===== src/rtl/irq_prio_pkg.sv =====
package irq_prio_pkg;
  localparam int SEL_W = 4;

  typedef enum logic [2:0] {
    RD_NONE = 3'd0,
    RD_PEND = 3'd1,
    RD_MASK = 3'd2,
    RD_CTRL = 3'd3,
    RD_VEC  = 3'd4
  } rdKind_t;

  typedef struct packed {
    logic             maskWe;
    logic             ctrlWe;
    logic             vecWe;
    rdKind_t          rdKind;
    logic [SEL_W-1:0] sel;
  } regStrobe_t;
endpackage


===== src/rtl/irq_prio_ctrl.sv =====
module irq_prio_ctrl
  import irq_prio_pkg::*;
#(
  parameter int NUM_SRC = 13,
  parameter int ADDR_W  = 6
) (
  input  logic              clk,
  input  logic              rstN,
  input  logic              busWe,
  input  logic [ADDR_W-1:0] busAddr,
  output regStrobe_t        strobe
);
  localparam logic [1:0] PG_MISC = 2'd0;
  localparam logic [1:0] PG_CTRL = 2'd1;
  localparam logic [1:0] PG_VEC  = 2'd2;

  logic [1:0]       page;
  logic [SEL_W-1:0] idx;
  logic             idxOk;

  assign page  = busAddr[ADDR_W-1:ADDR_W-2];
  assign idx   = busAddr[SEL_W-1:0];
  assign idxOk = (idx != '0) && (int'(idx) <= NUM_SRC);

  always_comb begin
    strobe        = '0;
    strobe.rdKind = RD_NONE;
    strobe.sel    = idx;
    unique case (page)
      PG_MISC: begin
        if (idx == 4'd0) strobe.rdKind = RD_PEND;
        else if (idx == 4'd1) begin
          strobe.rdKind = RD_MASK;
          strobe.maskWe = busWe;
        end
      end
      PG_CTRL: if (idxOk) begin
        strobe.rdKind = RD_CTRL;
        strobe.ctrlWe = busWe;
      end
      PG_VEC: if (idxOk) begin
        strobe.rdKind = RD_VEC;
        strobe.vecWe  = busWe;
      end
      default: ;
    endcase
  end

  AST_ONE_WRITE: assert property (@(posedge clk) disable iff (!rstN)
    $onehot0({strobe.maskWe, strobe.ctrlWe, strobe.vecWe})) else $error("multi write");
  AST_SEL_RANGE: assert property (@(posedge clk) disable iff (!rstN)
    (strobe.ctrlWe || strobe.vecWe) |-> (strobe.sel != '0 && int'(strobe.sel) <= NUM_SRC)) else $error("sel range");
endmodule


===== src/rtl/irq_prio_dp.sv =====
module irq_prio_dp
  import irq_prio_pkg::*;
#(
  parameter int NUM_SRC = 13,
  parameter int DATA_W  = 16
) (
  input  logic               clk,
  input  logic               rstN,
  input  logic [NUM_SRC:1]   srcLine,
  input  regStrobe_t         strobe,
  input  logic [DATA_W-1:0]  wrData,
  output logic [DATA_W-1:0]  rdData,
  output logic [2:0]         irqLevel,
  output logic [7:0]         irqVector
);
  localparam int         CODE_W   = 5;
  localparam logic [7:0] AUTO_BASE = 8'd24;

  logic [NUM_SRC:1]      pendQ;
  logic [NUM_SRC:1]      maskQ;
  logic [NUM_SRC:1][7:0] ctrlQ;
  logic [NUM_SRC:1][7:0] vecRegQ;
  logic [NUM_SRC:1]      activeSet;

  logic [CODE_W-1:0] winCode;
  logic [SEL_W-1:0]  winIdx;
  logic              winValid;
  logic [2:0]        winLevel;
  logic [7:0]        winVecReg;
  logic [7:0]        nextVector;
  logic [2:0]        levelQ;
  logic [7:0]        vecQ;
  logic              unusedWrBits;

  assign unusedWrBits = ^{wrData[DATA_W-1:NUM_SRC+1], wrData[0]};

  always_ff @(posedge clk) begin
    if (!rstN) begin
      pendQ   <= '0;
      maskQ   <= '1;
      ctrlQ   <= '0;
      vecRegQ <= '0;
    end else begin
      pendQ <= srcLine;
      if (strobe.maskWe) maskQ <= wrData[NUM_SRC:1];
      for (int s = 1; s <= NUM_SRC; s++) begin
        if (strobe.ctrlWe && int'(strobe.sel) == s) ctrlQ[s]   <= wrData[7:0];
        if (strobe.vecWe  && int'(strobe.sel) == s) vecRegQ[s] <= wrData[7:0];
      end
    end
  end

  assign activeSet = pendQ & ~maskQ;

  // Strict comparison in ascending order keeps the lowest index on ties.
  always_comb begin
    winCode  = '0;
    winIdx   = '0;
    winValid = 1'b0;
    for (int s = 1; s <= NUM_SRC; s++) begin
      if (activeSet[s] && (ctrlQ[s][CODE_W-1:0] > winCode)) begin
        winCode  = ctrlQ[s][CODE_W-1:0];
        winIdx   = SEL_W'(s);
        winValid = 1'b1;
      end
    end
  end

  always_comb begin
    winLevel  = '0;
    winVecReg = '0;
    if (winValid) begin
      winLevel  = ctrlQ[winIdx][4:2];
      winVecReg = vecRegQ[winIdx];
    end
    nextVector = (winVecReg != 8'd0) ? winVecReg : AUTO_BASE + {5'd0, winLevel};
  end

  always_ff @(posedge clk) begin
    if (!rstN) begin
      levelQ <= '0;
      vecQ   <= AUTO_BASE;
    end else begin
      levelQ <= winLevel;
      vecQ   <= nextVector;
    end
  end

  assign irqLevel  = levelQ;
  assign irqVector = vecQ;

  always_comb begin
    rdData = '0;
    unique case (strobe.rdKind)
      RD_PEND: rdData = DATA_W'({pendQ, 1'b0});
      RD_MASK: rdData = DATA_W'({maskQ, 1'b0});
      RD_CTRL: rdData = DATA_W'(ctrlQ[strobe.sel]);
      RD_VEC:  rdData = DATA_W'(vecRegQ[strobe.sel]);
      default: rdData = '0;
    endcase
  end

  AST_MASK_BLOCK: assert property (@(posedge clk) disable iff (!rstN)
    winValid |-> !maskQ[winIdx]) else $error("masked winner");
  AST_IDLE_OUT: assert property (@(posedge clk) disable iff (!rstN)
    (activeSet == '0) |=> (irqLevel == 3'd0 && irqVector == AUTO_BASE)) else $error("idle out");
  AST_AUTO_VEC: assert property (@(posedge clk) disable iff (!rstN)
    (winValid && winVecReg == 8'd0) |=> (irqVector == AUTO_BASE + {5'd0, irqLevel})) else $error("autovec");
  AST_HOLD_OUT: assert property (@(posedge clk) disable iff (!rstN)
    ($stable(pendQ) && $stable(maskQ) && $stable(ctrlQ) && $stable(vecRegQ)) |=>
      ($stable(irqLevel) && $stable(irqVector))) else $error("hold");
endmodule


===== src/rtl/irq_prio_enc.sv =====
module irq_prio_enc
  import irq_prio_pkg::*;
#(
  parameter int NUM_SRC = 13,
  parameter int ADDR_W  = 6,
  parameter int DATA_W  = 16
) (
  input  logic              clk,
  input  logic              rstN,
  input  logic [NUM_SRC:1]  srcLine,
  input  logic              busWe,
  input  logic [ADDR_W-1:0] busAddr,
  input  logic [DATA_W-1:0] busWrData,
  output logic [DATA_W-1:0] busRdData,
  output logic [2:0]        irqLevel,
  output logic [7:0]        irqVector
);
  regStrobe_t strobe;

  irq_prio_ctrl #(.NUM_SRC(NUM_SRC), .ADDR_W(ADDR_W)) ctrl_i (
    .clk(clk), .rstN(rstN), .busWe(busWe), .busAddr(busAddr), .strobe(strobe)
  );

  irq_prio_dp #(.NUM_SRC(NUM_SRC), .DATA_W(DATA_W)) dp_i (
    .clk(clk), .rstN(rstN), .srcLine(srcLine), .strobe(strobe),
    .wrData(busWrData), .rdData(busRdData),
    .irqLevel(irqLevel), .irqVector(irqVector)
  );
endmodule


===== config.mk =====
export PLATFORM = sky130hd
export DESIGN_NAME = irq_prio_enc
export DESIGN_NICKNAME = d
export VERILOG_FILES = /design/src/rtl/irq_prio_pkg.sv /design/src/rtl/irq_prio_ctrl.sv /design/src/rtl/irq_prio_dp.sv /design/src/rtl/irq_prio_enc.sv
export SDC_FILE = /design/constraint.sdc
export NUM_CORES = 1
export LEC_CHECK = 0
export ABC_AREA = 1
export BUFFER_PORTS_ARGS = -buffer_cell sky130_fd_sc_hd__buf_2
export CAP_MARGIN = 10
export CORE_ASPECT_RATIO = 1.75
export CORE_MARGIN = 2
export CORE_UTILIZATION = 41
export DETAILED_ROUTE_END_ITERATION = 8
export PLACE_DENSITY = 0.66
export SYNTH_ARGS = -nofsm -noshare
export SYNTH_HDL_FRONTEND = slang
export SYNTH_SLANG_ARGS = --single-unit

===== constraint.sdc =====
create_clock -name clk -period 21.5 [get_ports clk]
set_clock_uncertainty 0.2 [all_clocks]
set_input_delay 1.075 -clock clk [delete_from_list [all_inputs] [get_ports clk]]
set_output_delay 1.075 -clock clk [all_outputs]
set_load 0.02 [all_outputs]

======== Yosys cells after proc, flatten, opt, wreduce, memory -nomap -nowiden ========
Index checks and enable logic that the tools add are counted.
word-level totals
  logic and storage cells ................. 174
  input port bits ......................... 38
  register bits ........................... 245
  output and inout bits ................... 27
operators by class
  equal/unequal tests ..................... 20
  reductions and logical operators ........ 44
  bitwise logic cells ..................... 2
  muxes and demuxes ....................... 61
  order comparisons ....................... 16
  $add $sub $neg .......................... 1
operator list
  cell                                                                             number
  8-bit binary-select mux with 4-bit select                                        4
  5-bit 2-to-1 mux                                                                 13
  5-bit greater-than comparator                                                    12
  14-bit case mux with 4 select lines                                              1
  1-bit logical AND                                                                40
  8-bit 2-to-1 mux                                                                 5
  4-bit equality test, second input constant                                       8
  4-bit 2-to-1 mux                                                                 7
  1-bit 2-to-1 mux                                                                 20
  3-bit 2-to-1 mux                                                                 6
  4-bit by 3-bit equality test with 1-bit output, second input constant            4
  13-bit bitwise AND                                                               1
  13-bit NOT                                                                       1
  4-bit by 5-bit less-than comparator with 1-bit output, second input constant     2
  3-bit case mux with 3 select lines                                               1
  2-bit 2-to-1 mux                                                                 4
  8-bit nonzero test                                                               1
  5-bit by 3-bit adder with 6-bit output, first input constant                     1
  3-bit by 2-bit equality test with 1-bit output, second input constant            2
  5-bit by 1-bit greater-than comparator with 1-bit output, second input constant  1
  4-bit by 1-bit equality test with 1-bit output, second input constant            1
  4-bit by 2-bit equality test with 1-bit output, second input constant            1
  4-bit <= comparator, second input constant                                       1
  4-bit zero test                                                                  1
  6 further kinds                                                                  6

======== Depth between registers and ports, before layout ========
Gate-level depths: netlist of run 1.
  depth in word-level cells ............... 45
  depth in mapped cells ................... 132
  depth with buffers taken out ............ 121

======== Cells and area by module ========
From an unflattened synthesis of run 1, not the netlist that was laid out.
second synthesis, totals
  cell total of the unflattened synthesis .. 2177
  area, all modules ....................... 14478.9 um^2
modules (own cells, without submodules)
  module         instances  cells an instance  sequential area each (um^2)  area each (um^2)
  irq_prio_dp    1          2151               4904.7                       14345.0
  irq_prio_ctrl  1          26                 0.0                          133.9

======== Least setup slack after synthesis of run 1 ========
No wires, ideal clock.
  kind .................................... reg-to-reg
  start ................................... reg dp_i.ctrlQ[2] (netlist name)
  end ..................................... reg dp_i.vecQ[5], in the netlist dp_i.irqVector[5]
  path buffers ............................ 13
  slack ................................... 6.222 ns
  data required time ...................... 21.188 ns
  setup time .............................. 0.112 ns
  stages on the path, launching flop included .. 112
  data arrival time ....................... 14.966 ns
  period minus slack after synthesis ...... 15.278 ns
  path through ............................ dfxtp_1 -> inv_1 -> nand4_1 -> nand2_1 -> inv_1 -> nand2_1 -> ha_1 -> nand2_2 -> nor2_2 -> a21oi_2 -> nand2_2 -> buf_6 -> o21ai_0 -> ha_1 -> nand2_1 -> nor2_2 -> a21oi_1 -> nand2_2 -> [... 76 more ...] -> clkbuf_1 -> o21ai_0 -> ha_1 -> nand2_1 -> o311ai_0 -> nand3_1 -> dlygate4sd3_1 -> dlygate4sd3_1 -> nand3_1 -> nand3_1 -> nand3_1 -> nand3_1 -> nand2_1 -> nand2_1 -> nor2_2 -> nand2_1 -> nand2_1 -> nor2_1
between the ends
  word-level cells in the longest chain between the ends .. 44
  elaborated cells between the ends (all ways) .. 73
  classes of those cells .................. add/sub: 1; order compare: 13; mux: 45; reduce/logical: 14
RTL lines
  what                                                                                 line                                  RTL
  from (decl)                                                                          irq_prio_dp.sv:21                     logic [NUM_SRC:1][7:0] ctrlQ;
  5-bit by 1-bit greater-than comparator with 1-bit output                             irq_prio_dp.sv:61                     if (activeSet[s] && (ctrlQ[s][CODE_W-1:0] > winCode)) begin
  1-bit logical AND                                                                    irq_prio_dp.sv:61
  5-bit 2-to-1 mux                                                                     irq_prio_dp.sv:61
  5-bit greater-than comparator                                                        irq_prio_dp.sv:61
  1-bit logical AND                                                                    irq_prio_dp.sv:61
  5-bit 2-to-1 mux                                                                     irq_prio_dp.sv:61
  5-bit greater-than comparator                                                        irq_prio_dp.sv:61
  1-bit logical AND                                                                    irq_prio_dp.sv:61
  [... 28 more ...]                                                                    -
  5-bit greater-than comparator                                                        irq_prio_dp.sv:61
  1-bit logical AND                                                                    irq_prio_dp.sv:61
  4-bit 2-to-1 mux                                                                     irq_prio_dp.sv:61
  8-bit binary-select mux with 4-bit select, on equally long branches                  irq_prio_dp.sv:73, irq_prio_dp.sv:74
  5-bit 2-to-1 mux (not written as such) / 8-bit 2-to-1 mux (equally long branches)    irq_prio_dp.sv:73, irq_prio_dp.sv:74
  3-bit 2-to-1 mux / 8-bit 2-to-1 mux (equally long branches)                          irq_prio_dp.sv:72                     if (winValid) begin
  5-bit by 3-bit adder with 6-bit output / 8-bit nonzero test (equally long branches)  irq_prio_dp.sv:76                     nextVector = (winVecReg != 8'd0) ? winVecReg : AUTO_BASE + {5'd0, winLevel};
  8-bit 2-to-1 mux (*)                                                                 irq_prio_dp.sv:76
  to (signal assigned)                                                                 irq_prio_dp.sv:85                     vecQ <= nextVector;
  to (decl)                                                                            irq_prio_dp.sv:32                     logic [7:0] vecQ;
Every way passes the cells marked *; elsewhere a longest branch is shown, timed or not. The select of a mux whose other input is x is not followed.
A chain may end at the register's enable or synchronous reset.

======== Worst setup path in the final report of run 1 ========
  start ................................... reg dp_i.pendQ[1] (netlist name)
  end ..................................... reg dp_i.vecQ[7], in the netlist dp_i.irqVector[7]
between the ends
  word-level cells in the longest chain between the ends .. 44
  elaborated cells between the ends (all ways) .. 69
  classes of those cells .................. order compare: 12; mux: 42; bitwise: 1; reduce/logical: 14
RTL lines
  what                                       line               RTL
  from (decl)                                irq_prio_dp.sv:19  logic [NUM_SRC:1] pendQ;
  from (signal assigned)                     irq_prio_dp.sv:44  pendQ <= srcLine;
  13-bit bitwise AND (*)                     irq_prio_dp.sv:53  assign activeSet = pendQ & ~maskQ;
  1-bit logical AND (*)                      irq_prio_dp.sv:61
  5-bit 2-to-1 mux                           irq_prio_dp.sv:61
  5-bit greater-than comparator              irq_prio_dp.sv:61
  1-bit logical AND                          irq_prio_dp.sv:61
  5-bit 2-to-1 mux                           irq_prio_dp.sv:61
  5-bit greater-than comparator              irq_prio_dp.sv:61
  1-bit logical AND                          irq_prio_dp.sv:61
  [... 28 more ...]                          -
  5-bit greater-than comparator              irq_prio_dp.sv:61
  1-bit logical AND                          irq_prio_dp.sv:61
  4-bit 2-to-1 mux                           irq_prio_dp.sv:61
  8-bit binary-select mux with 4-bit select  irq_prio_dp.sv:74  winVecReg = vecRegQ[winIdx];
  8-bit 2-to-1 mux (not written as such)     irq_prio_dp.sv:74
  8-bit 2-to-1 mux (*)                       irq_prio_dp.sv:72
  8-bit nonzero test                         irq_prio_dp.sv:76
  8-bit 2-to-1 mux (*)                       irq_prio_dp.sv:76
Marks and branches as above.

==> results of run 1 <==
cell type report:
cell class	count	share of cell area [%]
Sequential cell	245	31.3
Clock buffer	31	4.45
Tap cell	465	3.71
Multi-Input combinational cell	1634	51.8
Clock inverter	12	0.942
Timing Repair Buffer	73	2.58
Inverter	220	5.27
final timing paths:
check | to | slack [ns]
max | dp_i.irqVector[7] | 2.65
min | dp_i.vecRegQ[20] | 0.27
max reg2reg | dp_i.irqVector[7] | 2.65
min reg2reg | dp_i.vecRegQ[20] | 0.27
report_power, final:
| part | internal (mW) | switching, mW |
|---|---|---|
| combinational | 0.0217 | 0.0610 |
| clock | 0.266 | 0.192 |
| sequential | 0.458 | 0.00332 |
| total | 0.745 | 0.257 |
flip-flops by register name (all words and copies together) (netlist names):
| register | flops |
|---|---|
| dp_i.ctrlQ | 104 |
| dp_i.irqLevel | 3 |
| dp_i.irqVector | 8 |
| dp_i.maskQ | 13 |
| dp_i.pendQ | 13 |
| dp_i.vecRegQ | 104 |
tightest hold or removal path, cell delays in order, from the launching register on:
cell and delay (ns):
dfxtp_1 0.31, inv_1 0.06, a21oi_1 0.05
routing by layer:
metal  vias to the layer above  wire length [microns]
met3                       239                   3120
met5                         -                      0
met4                         0                   5700
li1                       7344                      -
met2                       667                  26100
met1                      7015                  18900
Yosys cell counts (2+ instances only):
library cell | instances | area share, %
nand2_1 | 372 | 9.6
nor2_2 | 13 | 0.56
dfxtp_1 | 245 | 34
o221ai_1 | 11 | 0.66
o211ai_2 | 2 | 0.17
o21bai_1 | 9 | 0.46
a221oi_1 | 4 | 0.24
nand3_2 | 9 | 0.62
o21ai_0 | 309 | 11
nand2_2 | 36 | 1.5
inv_2 | 17 | 0.44
buf_6 | 12 | 0.93
buf_2 | 5 | 0.17
buf_8 | 3 | 0.31
nor2_1 | 358 | 9.2
nand3_1 | 191 | 6.6
o211ai_1 | 8 | 0.41
dlygate4sd3_1 | 2 | 0.14
buf_4 | 19 | 0.98
inv_1 | 202 | 5.2
o21ai_1 | 9 | 0.31
nor2_4 | 4 | 0.31
o22ai_1 | 70 | 3.0
ha_1 | 44 | 3.8
nand3b_1 | 20 | 1.0
nand2_4 | 5 | 0.39
or2_0 | 2 | 0.086
buf_1 | 4 | 0.10
a22oi_1 | 7 | 0.36
clkbuf_1 | 85 | 2.2
a21oi_1 | 110 | 3.8
a21oi_2 | 7 | 0.42
nand4_1 | 18 | 0.77
o2111ai_1 | 6 | 0.36
cells by family after synthesis:
group / after synthesis
buf+inv: 352
other cells: 1
compound gates: 557
flops: 245
fa+ha+maj: 44
simple gates: 1031
stage by stage:
stage               setup slack, ns  hold slack (ns)  instance area [sq um]  std cells  util [%]
floorplan                      6.22            0.244                  14600       2231         -
global placement               3.06            0.255                  14800       2637      42.2
detailed placement             2.91            0.262                  14800       2637      42.2
CTS                            2.83            0.272                  15700       2680      44.6
global route                   1.22            0.290                  15700       2680      44.6
finish                         2.65            0.271                  15700       2680      44.6
==> impl_metrics.ini, run 1 <==
[critical_path]
path_depth = 101
slowest_stage = o211ai_1
worstPathArrival_ns = 19.08
cp_common_cell = nand2_1
worst-endpoint-required_ns = 21.73
cpPeakStageDelay_ns = 0.80
cp-start-kind = flip-flop
crit_type = reg -> reg
reg2reg_depth = 101
r2r_start = dp_i.pendQ[1]
cp.buffers_inverters = 10
crit_path_start = dp_i.pendQ[1]
cpLargestDelayFamily = simple AND/OR/NAND/NOR gates
path_max_fanout = 40
worst_setup_path_end_kind = flip-flop

[final_layout]
layout.nets = 2280
final_cell_mix = nand2_1, nor2_1, o21ai_0
n_antenna_cell = 0
ff_latch_area_sq_um = 4900
drive_gt1_share_pct = 9.44
syn2layout_area_growth_pct = 7.61
final_common_cell = nand2_1
fillers = 3599
multiInputGateArea_sq_um = 8120

[min_path]
hold_class = reg -> reg
min_from = dp_i.vecRegQ[20]
min_path_cells = 2

[global_route]
grt.busiest_layer = met2
grt_util_all_layers_pct = 28.4
antenna_found_initial = 0
grt.overflow.total = 0
use_met2_pct = 49.8
grt_pass1_vias = 14300
use_met1_pct = 29.3
grt_pass1_wl_mm = 81.6
grt_max_degree = 144
gr-usage-met3_pct = 3.24

[cts]
clock_sinks = 245
cts-hold-fix-buffers = 0
cts_root_buffer = clkbuf_16
cts.reportedPaths.clkPinSlew_ns = 0.07
clockBufferDepth = 3
clkLatencyLatePin_ns = 0.54
cts_tree = done
cts_resized = 0
post_cts_buffers = 0
numCtsBuffers = 24
h-tree-depth = 1

[synthesis]
async_flop_share_pct = 0
synth_edf_count = 0
muxShareOfSynthArea_pct = 0
synth_xor_area_share_pct = 0
yosysSeqAreaShare_pct = 33.7
synth_cells = 2230
syn_area_sq_um = 14600
syn_avg_cell_area_sq_um = 6.53
synth_cell_types = 46
ys_ff_latch = 245
synth_fa_ha_area_share_pct = 3.78
synth_compound_area_share_pct = 21.1
ys.flop_type = dfxtp_1
post_synth_and_or_nand_nor_area_fraction_pct = 30.8
yosys_warnings = 0
synth_top_family_by_area = simple AND/OR/NAND/NOR gates

[floorplan]
core_area_sq_um = 35200
die_w_microns = 147
start_util_pct = 41.4
dieArea_sq_um = 37100
die_y_microns = 253
num_rows = 91
boundaryPins = 65

[timing]
slew_headroom_pct = 29.5
hold_viol_final = 0
slew_viol_final = 0
rsz0062_at_grt = false
finalSetupViolations = 0
tns_ns = 0
fmax_ghz = 0.0531
worst_slew_pin_slew_ns = 1.06
post-route-period-util_pct = 87.7
layout_min_cycle_time_ns = 18.85

[power]
report.power.total_mw = 1.00
power.density_nw_per_um2 = 63.9
power_leakage_nw = 6.88
ir_worst_vdd_uv = 44.8

[status]
status = complete, no violations

[route]
antenna_left = 0
vias = 15300
vias_per_cell = 5.70
route.detailed.drc = 0
wl_per_cell_microns = 20.1
drt_iter0_markers = 1553
firstDrtPassIters = 6
drt-total-wl_mm = 53.8

[place]
hpwlAfterDp_mm = 37.2
portBuffers = 60
gp_congestion = 0.986

[flow_run]
maxCapViolCount = 0
Power figures use the tool's default switching activity.
==> run 2, diff against run 1 <==
--- a/config.mk
+++ b/config.mk
@@ -10,9 +10,9 @@
 export CAP_MARGIN = 10
 export CORE_ASPECT_RATIO = 1.75
 export CORE_MARGIN = 2
-export CORE_UTILIZATION = 41
+export CORE_UTILIZATION = 45
 export DETAILED_ROUTE_END_ITERATION = 8
-export PLACE_DENSITY = 0.66
+export PLACE_DENSITY = 0.7
 export SYNTH_ARGS = -nofsm -noshare
 export SYNTH_HDL_FRONTEND = slang
 export SYNTH_SLANG_ARGS = --single-unit
==> run 2 against run 1 <==
Net effect:
- the flow now finishes with violations (design-rule violations)
- worst hold slack better by 0.0011 ns
- largest power group unchanged
- fmax down 1.3%
- critical path depth unchanged
- critical path type unchanged
- highest routed layer is now met5
==> impl_metrics.ini, run 2 (synthesis gave the netlist of run 1 again) <==
[global_route]
grt.overflow.total = 0
antenna_found_initial = 1
grt_util_all_layers_pct = 30.4
grt_pass1_vias = 14300
grt_max_degree = 136
grt_pass1_wl_mm = 80.1

[route]
antenna_left = 0
drt-total-wl_mm = 52.8
route.detailed.drc = 4
firstDrtPassIters = 8
vias_per_cell = 5.89
vias = 15400
wl_per_cell_microns = 20.2
drt_iter0_markers = 1742

[cts]
cts_resized = 0
cts.reportedPaths.clkPinSlew_ns = 0.07
h-tree-depth = 1
cts-hold-fix-buffers = 0
cts_root_buffer = clkbuf_16
post_cts_buffers = 0
clock_sinks = 245
cts_tree = done
numCtsBuffers = 22
clockBufferDepth = 3
clkLatencyLatePin_ns = 0.53

[status]
status = complete, but fails checks
violations = design-rule violations

[final_layout]
fin_area_sq_um = 15500
fin_cells = 2608
reg.largest.list = dp_i.ctrlQ: 104 flops, dp_i.vecRegQ: 104 flops
fin_util_pct = 48.2
final_common_cell = nand2_1
final_cell_mix = nand2_1, nor2_1, o21ai_0
layout.nets = 2276
syn2layout_area_growth_pct = 6.29
n_antenna_cell = 0
drive_gt1_share_pct = 9.01

[min_path]
hold_class = reg -> reg

[timing]
rsz0062_at_grt = false
tns_ns = 0
worst_slew_pin_slew_ns = 1.11
finalSetupViolations = 0
slew_viol_final = 0
slew_headroom_pct = 25.9
layout_min_cycle_time_ns = 19.09
hold_viol_final = 0
layout_setup_ws_ns = 2.41
fmax_ghz = 0.0524
whs_ns = 0.272
post-route-period-util_pct = 88.8

[flow_run]
maxCapViolCount = 0

[floorplan]
boundaryPins = 65
dieArea_sq_um = 33900
start_util_pct = 45.4
die_y_microns = 242
core_area_sq_um = 32100
die_w_microns = 140
num_rows = 87

[place]
hpwlAfterDp_mm = 36.0
gp_congestion = 0.959
portBuffers = 60
dpl_cell_area_sq_um = 14700
dp_cells = 2570
dp_slack_ns = 2.80

[critical_path]
crit_type = reg -> reg
worst-endpoint-required_ns = 21.72
cpPeakStageDelay_ns = 0.80
path_max_fanout = 40
r2r_setup_slack_ns = 2.41
cp_common_cell = nand2_1
slowest_stage = o211ai_1
worst_setup_path_end_kind = flip-flop
cp-start-kind = flip-flop
worstPathArrival_ns = 19.31

[power]
report.power.total_mw = 0.968
power_leakage_nw = 6.83
power.density_nw_per_um2 = 62.5
ir_worst_vdd_uv = 49.6
-- run 2: routing by layer --
metal	global-route usage (%)	wire (microns)	vias up
met5	0	12	-
met4	28.8	5880	2
met3	4.27	3650	254
met2	51.5	25100	741
met1	31.9	18100	7031
li1	-	-	7323
-- run 2: area by class of cell --
class / count / area, sq um
clock inverters: 8 / 119
flip-flops and latches: 245 / 4900
well taps: 400 / 500
clock buffers: 30 / 632
fillers: 3260 / 16600
repair buffers: 71 / 389
multi-input cells: 1634 / 8120
inverters: 220 / 826
-- run 2: critical path: cells and delay by family, from the launching register on --
kind / cells / cell delay [ns]
compound gates: 18 / 4.78
simple gates: 63 / 7.48
buf+inv: 8 / 1.99
flops: 1 / 0.45
fa+ha+maj: 12 / 4.00
-- run 2: power breakdown --
part           switching, mW  internal [mW]  leakage (nW)
combinational         0.0607         0.0216          4.48
sequential           0.00330          0.458          1.98
clock                  0.183          0.242         0.372
total                  0.247          0.721          6.83
-- run 2: worst paths after layout --
check                                      start  depth (start not counted)                end
worst max-delay path               dp_i.pendQ[1]                        101  dp_i.irqVector[5]
worst min-delay path            dp_i.vecRegQ[51]                          2   dp_i.vecRegQ[51]
worst max register to register     dp_i.pendQ[1]                        101  dp_i.irqVector[5]
worst min register to register  dp_i.vecRegQ[51]                          2   dp_i.vecRegQ[51]
